`config.mk`:
```
export PLATFORM = sky130hd
export DESIGN_NAME = step_atten_ctrl
export DESIGN_NICKNAME = d
export VERILOG_FILES = /design/src/rtl/step_atten_pkg.sv /design/src/rtl/sa_edge_det.sv /design/src/rtl/sa_shift.sv /design/src/rtl/sa_latch.sv /design/src/rtl/step_atten_ctrl.sv
export SDC_FILE = /design/constraint.sdc
export NUM_CORES = 1
export LEC_CHECK = 0
export BUFFER_PORTS_ARGS = -buffer_cell sky130_fd_sc_hd__buf_2
export CAP_MARGIN = 20
export CORE_AREA = 2 2 39 41
export DETAILED_ROUTE_END_ITERATION = 7
export DIE_AREA = 0 0 41 43
export PLACE_DENSITY = 0.77
export SKIP_LAST_GASP = 1
export SLEW_MARGIN = 20
export SYNTH_ARGS = -nofsm -noshare
export SYNTH_HDL_FRONTEND = slang
export SYNTH_SLANG_ARGS = --single-unit
```
`constraint.sdc`:
```
create_clock -name clk -period 2.5 [get_ports clk]
set_input_delay 0.125 -clock clk [delete_from_list [all_inputs] [get_ports clk]]
set_output_delay 0.125 -clock clk [all_outputs]
set_load 0.03 [all_outputs]
```
`src/rtl/step_atten_pkg.sv`:
```
package step_atten_pkg;
    localparam int CTL_W = 6;

    typedef enum logic {
        MODE_PAR = 1'b0,
        MODE_SER = 1'b1
    } ctl_mode_e;

    // active-low control word to attenuation count in half-dB units
    function automatic logic [CTL_W-1:0] ctl_to_half(input logic [CTL_W-1:0] ctl);
        return ~ctl;
    endfunction
endpackage

```
`src/rtl/sa_edge_det.sv`:
```
module sa_edge_det (
    input  logic clk,
    input  logic rst,
    input  logic lvl_i,
    output logic rise_o
);
    logic prev_q;

    always_ff @(posedge clk) begin
        if (rst) prev_q <= 1'b0;
        else     prev_q <= lvl_i;
    end

    assign rise_o = lvl_i & ~prev_q;
endmodule

```
`src/rtl/sa_shift.sv`:
```
module sa_shift #(
    parameter int W = step_atten_pkg::CTL_W
) (
    input  logic         clk,
    input  logic         rst,
    input  logic         shift_i,
    input  logic         dat_i,
    input  logic         le_i,
    output logic [W-1:0] sr_o,
    output logic         so_o
);
    logic [W-1:0] sr_q;
    logic         so_q;

    always_ff @(posedge clk) begin
        if (rst) begin
            sr_q <= '1;
            so_q <= 1'b1;
        end else if (shift_i) begin
            so_q <= sr_q[W-1];
            sr_q <= {sr_q[W-2:0], dat_i};
        end
    end

    assign sr_o = sr_q;
    assign so_o = so_q;


    mask_hold_chk: assert property (@(posedge clk) disable iff (rst)
        le_i |=> ($stable(sr_q) && $stable(so_q)));


    ser_out_chk: assert property (@(posedge clk) disable iff (rst)
        shift_i |=> (so_q == $past(sr_q[W-1])));


    shift_in_chk: assert property (@(posedge clk) disable iff (rst)
        shift_i |=> (sr_q[0] == $past(dat_i)));
endmodule

```
`src/rtl/sa_latch.sv`:
```
module sa_latch
    import step_atten_pkg::*;
#(
    parameter int W = CTL_W
) (
    input  logic         clk,
    input  logic         rst,
    input  ctl_mode_e    mode_i,
    input  logic         le_i,
    input  logic [W-1:0] sr_i,
    input  logic [W-1:0] par_i,
    output logic [W-1:0] q_o
);
    logic [W-1:0] q_r;

    always_ff @(posedge clk) begin
        if (rst) begin
            q_r <= '1;
        end else if (mode_i == MODE_PAR) begin
            q_r <= par_i;
        end else if (le_i) begin
            q_r <= sr_i;
        end
    end

    assign q_o = q_r;


    par_follow_chk: assert property (@(posedge clk) disable iff (rst)
        (mode_i == MODE_PAR) |=> (q_r == $past(par_i)));


    le_load_chk: assert property (@(posedge clk) disable iff (rst)
        (mode_i == MODE_SER && le_i) |=> (q_r == $past(sr_i)));


    le_hold_chk: assert property (@(posedge clk) disable iff (rst)
        (mode_i == MODE_SER && !le_i) |=> $stable(q_r));


    reset_val_chk: assert property (@(posedge clk)
        rst |=> (q_r == '1));
endmodule

```
`src/rtl/step_atten_ctrl.sv`:
```
module step_atten_ctrl
    import step_atten_pkg::*;
(
    input  logic             clk,
    input  logic             rst,
    input  logic             mode_ser,
    input  logic [CTL_W-1:0] par_bits,
    input  logic             ser_clk,
    input  logic             ser_dat,
    input  logic             ser_le,
    output logic [CTL_W-1:0] ctl_n,
    output logic [CTL_W-1:0] atten_half,
    output logic             ser_out
);
    localparam int W = CTL_W;

    ctl_mode_e    mode;
    logic         sclk_rise;
    logic         shift_en;
    logic [W-1:0] sr_word;
    logic [W-1:0] lat_word;

    assign mode = mode_ser ? MODE_SER : MODE_PAR;

    sa_edge_det u_edge (
        .clk    (clk),
        .rst    (rst),
        .lvl_i  (ser_clk),
        .rise_o (sclk_rise)
    );

    assign shift_en = sclk_rise & ~ser_le & (mode == MODE_SER);

    sa_shift #(.W(W)) u_shift (
        .clk     (clk),
        .rst     (rst),
        .shift_i (shift_en),
        .dat_i   (ser_dat),
        .le_i    (ser_le),
        .sr_o    (sr_word),
        .so_o    (ser_out)
    );

    sa_latch #(.W(W)) u_latch (
        .clk    (clk),
        .rst    (rst),
        .mode_i (mode),
        .le_i   (ser_le),
        .sr_i   (sr_word),
        .par_i  (par_bits),
        .q_o    (lat_word)
    );

    assign ctl_n      = lat_word;
    assign atten_half = ctl_to_half(lat_word);


    atten_inv_chk: assert property (@(posedge clk) disable iff (rst)
        (atten_half ^ ctl_n) == '1);


    par_no_shift_chk: assert property (@(posedge clk) disable iff (rst)
        !mode_ser |=> $stable(ser_out));
endmodule

```
# Word level (Yosys, flattened, before mapping)
# Cells that the tools add are included.
dict set report classes {
  mux 3
  n_eq_ne 1
  n_bitwise 6
}
# op n
set ops {}
lappend ops {{6-bit 2-to-1 mux} 2}
lappend ops {{6-bit NOT} 1}
lappend ops {{1-bit bitwise AND} 3}
lappend ops {{2-bit inequality test, second input constant} 1}
lappend ops {{1-bit NOT} 2}
lappend ops {{1-bit 2-to-1 mux} 1}
dict set report word_totals {
  input_bits 12
  ff_bits 14
}

# Depth between registers and ports, before layout
dict set report logic_depth {
  word_depth 4
  depth_mapped 4
  depth_no_buf 2
}

# By module
# A second synthesis with hierarchy kept.
dict set report hier_totals {
  cells_unflattened 58
  area_unflattened_um2 613.1
}
# module instances area_per_inst_um2 seq_area_each_um2 cells_each
set by_module_without_submodules {}
lappend by_module_without_submodules {sa_shift 1 269.0 140.1 22}
lappend by_module_without_submodules {sa_latch 1 265.3 120.1 26}
lappend by_module_without_submodules {sa_edge_det 1 47.5 20.0 3}
lappend by_module_without_submodules {step_atten_ctrl 1 31.3 0.0 7}

# Worst setup path after synthesis
# No wires, ideal clock.
dict set report synth_timing {
  path_type {flip-flop to flip-flop}
  from {reg u_edge.prev_q}
  to {reg u_shift.so_q, in the netlist u_shift.so_o}
  n_path_buf 1
  required_time_ps 2428
  setup_ps 72
  arrival_ps 905
  synth_period_minus_slack_ps 976
  path_stages_with_launch 4
  path_slack_ps 1524
  path_cell_list {dfxtp_1 nor4bb_4 buf_6 mux2i_1}
}
dict set report synth_via {
  elab_chain_len 4
}
# item line_no
set synth_rtl {}
lappend synth_rtl {{start, declared} sa_edge_det.sv:7} ;# logic prev_q;
lappend synth_rtl {{start signal, assigned} sa_edge_det.sv:11} ;# else prev_q <= lvl_i;
lappend synth_rtl {{1-bit NOT} sa_edge_det.sv:14} ;# assign rise_o = lvl_i & ~prev_q;
lappend synth_rtl {{1-bit bitwise AND} sa_edge_det.sv:14}
lappend synth_rtl {{1-bit bitwise AND (2 in series)} step_atten_ctrl.sv:32} ;# assign shift_en = sclk_rise & ~ser_le & (mode == MODE_SER);
lappend synth_rtl {{end signal, assigned} sa_shift.sv:20} ;# so_q <= sr_q[W-1];
lappend synth_rtl {{end, declared} sa_shift.sv:13} ;# logic so_q;
# No other way between the ends.
# A chain may end at the register's enable or synchronous reset.

# Worst setup path in the final report
dict set report layout_timing {
  from {reg u_edge.prev_q}
  to {reg u_shift.sr_q[3], in the netlist u_shift.sr_o[3]}
}
dict set report layout_via {
  elab_chain_len 4
}
# item line_no
set layout_rtl {}
lappend layout_rtl {{1-bit NOT} sa_edge_det.sv:14}
lappend layout_rtl {{1-bit bitwise AND} sa_edge_det.sv:14}
lappend layout_rtl {{1-bit bitwise AND (2 in series)} step_atten_ctrl.sv:32}
lappend layout_rtl {{end signal, assigned} sa_shift.sv:21} ;# sr_q <= {sr_q[W-2:0], dat_i};
lappend layout_rtl {{end, declared} sa_shift.sv:12} ;# logic [W-1:0] sr_q;
# No other way between the ends.

==> flow_summary_export.csv <==
group,metric,value,unit
clock_network,ctsHoldBuffers,0,
critical_path,critPathCaptureType,"register",
timing,fin_crit_sh,0.497,
floorplanning,fp.dieW,41,um
critical_path,slowest_delay,0.59,ns
synthesis,ys_seq_area_frac,0.477,
clock_network,ctsRootBufferMaster,"clkbuf_4",
timing,fin_tns_setup,0,ns
hold_path,hold_class,"in2reg",
floorplanning,start_util,0.425,
synthesis,synth.avg_cell_area,9.97,um^2
timing,finalCriticalPeriod,1.24,ns
finish,drive_above_1_share,0.345,
synthesis,synth_nets,71,
timing,rsz0062_at_grt,"false",
timing,worst_slew_pin_slew,0.596,ns
finish,diodes,0,
placed_design,dpl_cell_area,701,um^2
run_status,outcome,"finished, final reports clean",
timing,setup_viol,0,
power_and_ir_drop,ir_drop,0.224,mV
finish,seq_area,280,um^2
power_and_ir_drop,power_density,623,mW/mm^2
clock_network,cts_sinks,14,
critical_path,startpoint_type,"register",
synthesis,yosys.cell_types.count,10,
floorplanning,core,0.00138,mm^2
drt,antenna_left,0,
grt,grt.overflow.total,0,
grt,antenna_found_initial,0,
grt,grt_pass1_wl,1700,um
finish,fillers,125,
floorplanning,io_pins,25,
placed_design,io_buffer_count,24,
timing,slew_violations,0,
synthesis,synth_cells,59,
power_and_ir_drop,p_leak,0.366,nW
grt,grtUsageTotal,0.146,
clock_network,insertion_delay,0.28,ns
drt,drc,0,
job,cap_violations,0,
drt,wirelength,1180,um
grt,first_global_vias,416,
critical_path,critPathKind,"reg2reg",
timing,fin_skew,0.00388,ns
drt,num_vias,473,
floorplanning,dieArea,0.00176,mm^2
critical_path,arrival,1.45,ns
floorplanning,die_h,43,um
clock_network,cts_resized,0,
grt,grt_max_degree,17,
timing,hold_viol,0,
critical_path,path_cells,"nor4bb_4 -> mux2i_1",
clock_network,cts_buffers,3,
synthesis,syn_area,588,um^2
finish,fin_area,737,um^2
drt,wl_per_cell,11.8,um
critical_path,required,2.71,ns
clock_network,post_cts_buffers,0,
critical_path,path_max_fanout,7,
drt,initialDrtViolationCount,1,
critical_path,slowest_stage,"nor4bb_4",
clock_network,clock_path_buffers,2,
clock_network,cts_htree_levels,1,
finish,multi_input_area,258,um^2
timing,fmaxAchievable,804,MHz
synthesis,ys_ff_latch,14,
clock_network,clk_pin_slew,0.08,ns
timing,slew_headroom,0.602,
placed_design,place_congestion,0.699,
drt,routed_via_density,4.73,
finish,nets,97,
finish,syn_to_final_growth,25.3,%
floorplanning,num_rows,14,
synthesis,yosysWarnings,0,
clock_network,cts_tree,"built",
drt,drt_first_pass_iters,2,
[cell type report]
| class | instances | share of cell area |
|---|---|---|
| inverter | 6 | 0.0306 |
| timing repair buffer | 24 | 0.163 |
| sequential | 14 | 0.380 |
| tap | 16 | 0.0272 |
| multi-input combinational | 36 | 0.350 |
| clock buffer | 4 | 0.0492 |
[sequential cells by signal, summed over array words and instances (netlist names)]
name / cells
u_latch.q_o: 6
u_shift.sr_o: 6
u_edge.prev_q: 1
u_shift.so_o: 1
[report_power, final]
part / leakage (nW) / switching [mW] / internal, mW
sequential: 0.115 / 0.00427 / 0.229
clock: 0.0210 / 0.0713 / 0.0886
combinational: 0.230 / 0.0416 / 0.0238
total: 0.366 / 0.117 / 0.342
[cell usage after synthesis]
master	count	area, um^2
mux2i_1	13	130
buf_6	2	22.5
a21oi_1	6	30.0
nor4bb_4	1	25.0
nor3_1	6	30.0
nor2b_1	2	12.5
nor2_1	8	30.0
buf_2	1	5.00
inv_1	6	22.5
dfxtp_1	14	280
[final timing paths]
kind	from	endpoint	slack, ns	cells after the start
worst max-delay path	u_edge.prev_q	u_shift.sr_o[3]	1.26	2
worst min-delay path	ser_clk	u_edge.prev_q	0.08	2
worst max register to register	u_edge.prev_q	u_shift.sr_o[3]	1.26	2
worst min register to register	u_shift.so_o	u_shift.so_o	0.51	2
[worst max-delay path, delay by kind of cell, from the launching register on]
kind             cells  cell delay, ns
and+or+nand+nor      1            0.59
DFF                  1            0.33
muxes                1            0.26
[kinds of logic (layout without fill, tap and decap cells)]
kind of cell           Yosys count  after routing  share of synthesized area
AO/OA/AOI/OAI                    6              6                     0.0511
flip-flops                      14             14                      0.477
buffers and inverters            9             34                     0.0851
AND/OR/NAND/NOR                 17             17                      0.166
multiplexers                    13             13                      0.221
[routing by layer]
metal / wire [um] / up-vias / share of wire / track usage
met1: 537 / 204 / 0.46 / 0.167
met5: 0 / - / 0 / 0
li1: - / 248 / - / -
met2: 555 / 17 / 0.47 / 0.219
met3: 60 / 4 / 0.051 / 0.0471
met4: 21 / 0 / 0.018 / 0.100
[layout by cell type (no fill, tap or decap), drive strengths merged]
master	n
mux2i	13
buf	24
inv	6
dfxtp	14
nor2	8
nor4bb	1
a21oi	6
nor2b	2
nor3	6
clkbuf	4
[per-stage QoR]
stage	setup slack [ns]	instances	total power, mW	utilization	hold WS, ns
final	1.26	100	0.459	0.533	0.0806
after global routing	1.17	100	0.487	0.533	0.0734
after CTS	1.24	100	0.464	0.533	0.0783
after detailed placement	1.27	96	0.304	0.506	0.371
after global placement	1.29	96	0.303	0.506	0.358
after floorplan	1.52	59	0.283	-	0.197
Power figures use the tool's default switching activity.
